===== src/rtl/ds1_inj_pkg.sv =====
package ds1_inj_pkg;

  typedef enum logic [1:0] {
    ROLE_PAY = 2'd0,
    ROLE_FT  = 2'd1,
    ROLE_FS  = 2'd2,
    ROLE_CRC = 2'd3
  } bit_role_e;

  localparam int unsigned NUM_FRM_KINDS = 4;
  localparam int unsigned KIND_PAY = 0;
  localparam int unsigned KIND_FT  = 1;
  localparam int unsigned KIND_FS  = 2;
  localparam int unsigned KIND_CRC = 3;

  // Whether an error kind is meaningful in the current framing mode.
  function automatic logic kind_allowed(input int unsigned kind, input logic esf);
    case (kind)
      KIND_FS:  return ~esf;
      KIND_CRC: return esf;
      default:  return 1'b1;
    endcase
  endfunction

  // Whether the present bit is of the kind an error targets.
  function automatic logic kind_hits(input int unsigned kind, input bit_role_e role);
    case (kind)
      KIND_PAY: return role == ROLE_PAY;
      KIND_FT:  return role == ROLE_FT;
      KIND_FS:  return role == ROLE_FS;
      KIND_CRC: return role == ROLE_CRC;
      default:  return 1'b0;
    endcase
  endfunction

  // One AMI step: returns {next_last_neg, neg, pos}.
  function automatic logic [2:0] ami_step(input logic mark, input logic viol,
                                          input logic quiet, input logic last_neg);
    logic neg_now;
    if (quiet || !mark) return {last_neg, 1'b0, 1'b0};
    neg_now = viol ? last_neg : ~last_neg;
    return {neg_now, neg_now, ~neg_now};
  endfunction

endpackage


===== src/rtl/ds1_ctl_sync.sv =====
module ds1_ctl_sync #(
  parameter int unsigned WIDTH  = 7,
  parameter int unsigned STAGES = 2
) (
  input  logic             clk,
  input  logic             rst_n,
  input  logic [WIDTH-1:0] d_async,
  output logic [WIDTH-1:0] d_sync
);
  logic [WIDTH-1:0] stg [STAGES];

  always_ff @(posedge clk or negedge rst_n) begin
    if (!rst_n) stg[0] <= '0;
    else        stg[0] <= d_async;
  end

  for (genvar s = 1; s < STAGES; s++) begin : g_stage
    always_ff @(posedge clk or negedge rst_n) begin
      if (!rst_n) stg[s] <= '0;
      else        stg[s] <= stg[s-1];
    end
  end

  assign d_sync = stg[STAGES-1];
endmodule


===== src/rtl/ds1_req_arm.sv =====
module ds1_req_arm (
  input  logic clk,
  input  logic rst_n,
  input  logic req_lvl,
  input  logic allow,
  input  logic hit,
  output logic pending,
  output logic fire
);
  logic prev;
  logic rise;

  assign rise = req_lvl & ~prev;
  assign fire = pending & hit & allow;

  always_ff @(posedge clk or negedge rst_n) begin
    if (!rst_n) begin
      prev    <= 1'b0;
      pending <= 1'b0;
    end else begin
      prev <= req_lvl;
      if (!allow) pending <= 1'b0;
      else        pending <= (pending & ~fire) | rise;
    end
  end

  // no arming without a fresh zero-to-one change
  a_r2_edge_only: assert property (@(posedge clk) disable iff (!rst_n)
    (!pending && !(req_lvl && !$past(req_lvl))) |=> !pending);

  // a pending error waits while no suitable bit arrives
  a_r3_hold: assert property (@(posedge clk) disable iff (!rst_n)
    (pending && !hit && allow) |=> pending);

  // firing consumes the request
  a_r3_single: assert property (@(posedge clk) disable iff (!rst_n)
    (fire && !(req_lvl && !$past(req_lvl))) |=> !pending);

  // a kind not valid in the mode never stays pending
  a_r7_discard: assert property (@(posedge clk) disable iff (!rst_n)
    !allow |=> !pending);
endmodule


===== src/rtl/ds1_ami_enc.sv =====
module ds1_ami_enc
  import ds1_inj_pkg::*;
(
  input  logic clk,
  input  logic rst_n,
  input  logic mark,
  input  logic viol,
  input  logic quiet,
  output logic pos,
  output logic neg
);
  logic       last_neg;
  logic [2:0] step;

  assign step = ami_step(mark, viol, quiet, last_neg);

  always_ff @(posedge clk or negedge rst_n) begin
    if (!rst_n) begin
      last_neg <= 1'b1;
      pos      <= 1'b0;
      neg      <= 1'b0;
    end else begin
      last_neg <= step[2];
      neg      <= step[1];
      pos      <= step[0];
    end
  end

  // rails are mutually exclusive
  a_r10_exclusive: assert property (@(posedge clk) disable iff (!rst_n)
    !(pos && neg));

  // a forced silence produces no pulse
  a_r9_quiet: assert property (@(posedge clk) disable iff (!rst_n)
    quiet |=> (!pos && !neg));

  // a mark outside silence always yields a pulse, a space never does
  a_r10_mark: assert property (@(posedge clk) disable iff (!rst_n)
    (mark && !quiet) |=> (pos || neg));
  a_r10_space: assert property (@(posedge clk) disable iff (!rst_n)
    !mark |=> (!pos && !neg));

  // a violation repeats the polarity of the previous pulse
  a_r8_same_pol: assert property (@(posedge clk) disable iff (!rst_n)
    (mark && viol && !quiet) |=> (neg == $past(last_neg)));
endmodule


===== src/rtl/ds1_tx_err_inject.sv =====
module ds1_tx_err_inject
  import ds1_inj_pkg::*;
#(
  parameter int unsigned SYNC_STAGES = 2
) (
  input  logic       clk,
  input  logic       rst_n,
  input  logic       tx_bit,
  input  logic [1:0] tx_role,
  input  logic       esf_sel,
  input  logic       inj_bpv,
  input  logic       inj_crc,
  input  logic       inj_ft,
  input  logic       inj_fs,
  input  logic       inj_pay,
  input  logic       force_los,
  output logic       line_pos,
  output logic       line_neg
);
  localparam int unsigned CTL_W = NUM_FRM_KINDS + 3;

  logic [CTL_W-1:0]         ctl_raw;
  logic [CTL_W-1:0]         ctl_s;
  logic [NUM_FRM_KINDS-1:0] frm_req;
  logic [NUM_FRM_KINDS-1:0] frm_pend;
  logic [NUM_FRM_KINDS-1:0] frm_fire;
  logic                     esf_s;
  logic                     los_s;
  logic                     bpv_s;
  logic                     bpv_pend;
  logic                     bpv_fire;
  logic                     eff_bit;
  bit_role_e                role;

  assign role    = bit_role_e'(tx_role);
  assign ctl_raw = {force_los, esf_sel, inj_bpv, inj_crc, inj_fs, inj_ft, inj_pay};

  ds1_ctl_sync #(.WIDTH(CTL_W), .STAGES(SYNC_STAGES)) u_sync (
    .clk(clk), .rst_n(rst_n), .d_async(ctl_raw), .d_sync(ctl_s)
  );

  assign frm_req = ctl_s[NUM_FRM_KINDS-1:0];
  assign bpv_s   = ctl_s[NUM_FRM_KINDS];
  assign esf_s   = ctl_s[NUM_FRM_KINDS+1];
  assign los_s   = ctl_s[NUM_FRM_KINDS+2];

  for (genvar k = 0; k < NUM_FRM_KINDS; k++) begin : g_frm
    ds1_req_arm u_arm (
      .clk(clk), .rst_n(rst_n), .req_lvl(frm_req[k]),
      .allow(kind_allowed(k, esf_s)), .hit(kind_hits(k, role)),
      .pending(frm_pend[k]), .fire(frm_fire[k])
    );
  end

  assign eff_bit = tx_bit ^ (|frm_fire);

  ds1_req_arm u_arm_bpv (
    .clk(clk), .rst_n(rst_n), .req_lvl(bpv_s), .allow(1'b1),
    .hit(eff_bit & ~los_s), .pending(bpv_pend), .fire(bpv_fire)
  );

  ds1_ami_enc u_enc (
    .clk(clk), .rst_n(rst_n), .mark(eff_bit), .viol(bpv_fire),
    .quiet(los_s), .pos(line_pos), .neg(line_neg)
  );

  // at most one bit error is applied to any bit
  a_r3_one_flip: assert property (@(posedge clk) disable iff (!rst_n)
    $onehot0(frm_fire));

  // a violation is always a real pulse on the line
  a_r8_pulse: assert property (@(posedge clk) disable iff (!rst_n)
    bpv_fire |=> (line_pos || line_neg));

  // violation request clears after use unless re-armed
  a_r8_clear: assert property (@(posedge clk) disable iff (!rst_n)
    (bpv_fire && !(bpv_s && !$past(bpv_s))) |=> !bpv_pend);

  // no signal framing error fires in ESF mode
  a_r6_d4_only: assert property (@(posedge clk) disable iff (!rst_n)
    esf_s |-> !frm_fire[KIND_FS]);

  // no CRC error fires in D4 mode
  a_r7_esf_only: assert property (@(posedge clk) disable iff (!rst_n)
    !esf_s |-> !frm_fire[KIND_CRC]);
endmodule


===== config.mk =====
export PLATFORM = sky130hd
export DESIGN_NAME = ds1_tx_err_inject
export DESIGN_NICKNAME = d
export VERILOG_FILES = /design/src/rtl/ds1_inj_pkg.sv /design/src/rtl/ds1_ctl_sync.sv /design/src/rtl/ds1_req_arm.sv /design/src/rtl/ds1_ami_enc.sv /design/src/rtl/ds1_tx_err_inject.sv
export SDC_FILE = /design/constraint.sdc
export NUM_CORES = 1
export LEC_CHECK = 0
export ABC_AREA = 1
export BUFFER_PORTS_ARGS = -buffer_cell sky130_fd_sc_hd__buf_2
export CAP_MARGIN = 20
export CORE_MARGIN = 8
export CORE_UTILIZATION = 40
export DETAILED_ROUTE_END_ITERATION = 6
export PLACE_DENSITY = 0.6
export SLEW_MARGIN = 0
export SYNTH_ARGS = -nofsm -noshare
export SYNTH_HDL_FRONTEND = slang
export SYNTH_SLANG_ARGS = --single-unit

===== constraint.sdc =====
create_clock -name clk -period 1.6 [get_ports clk]
set_clock_uncertainty 0.2 [all_clocks]
set_input_delay 0.16 -clock clk [delete_from_list [all_inputs] [get_ports clk]]
set_output_delay 0.16 -clock clk [all_outputs]
set_load 0.02 [all_outputs]

==> reports/qor.csv <==
metric,value,unit
most used cell along the critical path,nand2_2,
GRT Total Usage,0.07762,
pwr dens,1031,nW/um^2
Initial Util,0.4215,
"most common cell after layout, fill and taps aside",dfrtp_1,
crit start category,flop,
Clock Sinks,27,
Final ANT Viol Nets,0,
most frequent cells in the layout,"dfrtp_1 (26), nand2_1 (12), inv_1 (11), buf_2 (11), dlygate4sd3_1 (8)",
total power,1.207,mW
vias in the first global route,569,
sequential area share after synthesis,0.7331,
CP Max Fanout,3,
clock buffer depth,2,
Critical Path RT,1.67,ns
RSZ-0062 raised after global routing,true,
Post-Layout Cell Count,133,
Rows,17,
data arrival time of the worst path,1.57,ns
CP top delay family,simple AND/OR/NAND/NOR gates,
crit end category,flop,
hpwl dp,931,um
final instance area,1170,um^2
Hold Crit Class,primary input to flop,
Antenna Diode Count,0,
via count,561,
FMAX,0.6658,GHz
critical path class,flop to flop,
1st-iter DRT viols,7,
crit path time final,1.502,ns
Worst-Skew Late Latency,0.31,ns
Layout area overhead,26.69,%
Wirelength per Cell,10.14,um
Setup Viol. Count Final,0,
outcome,finished clean,
Chip Width,64.05,um
share of layout cells above drive strength 1,0.3143,
Max VDD drop,0.5908,mV
Via-to-Cell Ratio,4.218,
largest net degree at the start of global routing,28,
die footprint,4102,um^2
Slew headroom,0.6223,
"FF+latch count, synth",27,
first-pass GRT wire length,2.484,mm
CTS tree,done,
I/O Buffers,13,
DRT Pass-1 Iters,4,
Core Box Area,2191,um^2
Num CTS Buffers,3,
GP Congestion,0.7628,
Crit path buffers/inverters,1,
Cells after Synth,78,
Leak Pwr,0.6013,nW
initial antenna violation count,0,
Synth Warn #,0,
Syn Std Cell Area,923.4,um^2
DRT Wirelength,1.348,mm
distinct cell type count after synthesis,15,
nets,118,
Max-cap violations,0,
Placed Area,1023,um^2
DRC viols,0,
Top Ports,14,
reg2reg start,u_sync.d_sync[5]$_DFF_PN0_,
CTS clock-pin slew for the worst setup and hold paths,0.14,ns
total gr overflow,0,
clk root buf,clkbuf_4,
hold_sp,tx_bit,
Critical Path Source,u_sync.d_sync[5]$_DFF_PN0_,
Worst Tran Pin Value,0.5665,ns
max-slew violations,0,
"slowest stage delay, CP",0.43,ns
crit share post-route,0.9387,
setup TNS,0,ns
worst-path cell with the longest stage delay,dfrtp_1,
"Avg Cell Area, Syn",11.84,um^2
Mapped Nets,90,
final hold violations,0,
CTS H-Tree Depth,1,
crit-path cells,"inv_2, nand2_2, nor2_2, nor2_2, nand3_2, nand2_2, nor2_4, nand3_2, nand2_2, nand2_2, nand2_2",
fill count,205,
die height,64.05,um
placed insts,119,
-- registers in the layout, summed over array words and instances, names as in the netlist --
signal               cells
g_frm.u_arm.pending      4
u_sync.d_sync            7
u_arm_bpv.prev           1
u_arm_bpv.pending        1
u_enc.pos                1
u_sync.stg               7
u_enc.last_neg           1
u_enc.neg                1
g_frm.u_arm.prev         4
-- worst register-to-register path: cells and delay by family, from the launching register on --
kind	cells	cell delay (ns)
AND/OR/NAND/NOR	10	0.75
flip-flops	1	0.43
buffers and inverters	1	0.08
-- area by class of cell --
type	instances	area (um^2)	area share
clock buffer	3	22.52	0.01925
clock inverter	1	5.005	0.004278
inverter	14	52.55	0.04492
multi-input combinational	37	198.9	0.1701
sequential	27	676.9	0.5786
tap	28	35.03	0.02995
timing repair buffer	23	178.9	0.1529
-- kinds of logic after synthesis --
group,share of synthesized area
buffers and inverters,0.05691
AO/OA/AOI/OAI,0.05826
flip-flops,0.7331
AND/OR/NAND/NOR,0.1518
-- cell usage after synthesis --
| library cell | n | area share |
|---|---|---|
| nor2_4 | 1 | 0.012 |
| dfrtp_1 | 26 | 0.70 |
| a21oi_1 | 2 | 0.011 |
| nand2_2 | 4 | 0.027 |
| nor2_2 | 2 | 0.014 |
| nand2_1 | 13 | 0.053 |
| nand4_1 | 1 | 0.0068 |
| nand3_1 | 1 | 0.0054 |
| inv_1 | 13 | 0.053 |
| dfstp_2 | 1 | 0.028 |
| o21ai_0 | 7 | 0.038 |
| nor2_1 | 3 | 0.012 |
| nand3_2 | 2 | 0.022 |
| a21oi_2 | 1 | 0.0095 |
| inv_2 | 1 | 0.0041 |
-- metal layers --
metal	track usage	vias up	routed length (um)
met4	0.05014	0	16
met3	0.03484	2	75
met2	0.1280	9	671
li1	-	292	-
met5	0	-	0
met1	0.07814	258	584
-- what timing repair did --
item | in CTS | in global routing
hold buffers | 10 | 0
endpoints found under the hold margin | 36 | 0
resized for setup | 0 | 8
endpoints found under the setup margin | 0 | 4
buffers inserted | 0 | 1
-- per-stage QoR --
| step | setup WS (ns) | hold slack, ns | util |
|---|---|---|---|
| after CTS | 0.02016 | 0.05172 | 0.5254 |
| after global placement | 0.1434 | -0.01453 | 0.4672 |
| after global routing | -0.03775 | 0.06480 | 0.5340 |
| final | 0.09804 | 0.04730 | 0.5340 |
| after detailed placement | 0.1015 | -0.004639 | 0.4672 |
| after floorplan | 0.2125 | -0.3356 | - |
-- worst paths after layout --
| kind | depth (start not counted) | slack, ns | end |
|---|---|---|---|
| max | 11 | 0.1 | u_enc.last_neg$_DFFE_PN1N_ |
| max in group asynchronous | 2 | 0.67 | u_enc.last_neg$_DFFE_PN1N_ |
| min | 6 | 0.05 | u_enc.pos$_DFF_PN0_ |
| min reg2reg | 0 | 0.17 | u_sync.d_sync[4]$_DFF_PN0_ |
| max reg2reg | 11 | 0.1 | u_enc.last_neg$_DFFE_PN1N_ |
| min in group asynchronous | 2 | 0.15 | u_sync.stg[9]$_DFF_PN0_ |
-- power breakdown --
group          internal, mW  switching [mW]  total [mW]
Combinational        0.0692          0.0882       0.157
Clock                0.0935           0.189       0.282
Sequential            0.742          0.0251       0.767
Note: power is estimated with default switching activity, not from simulation.
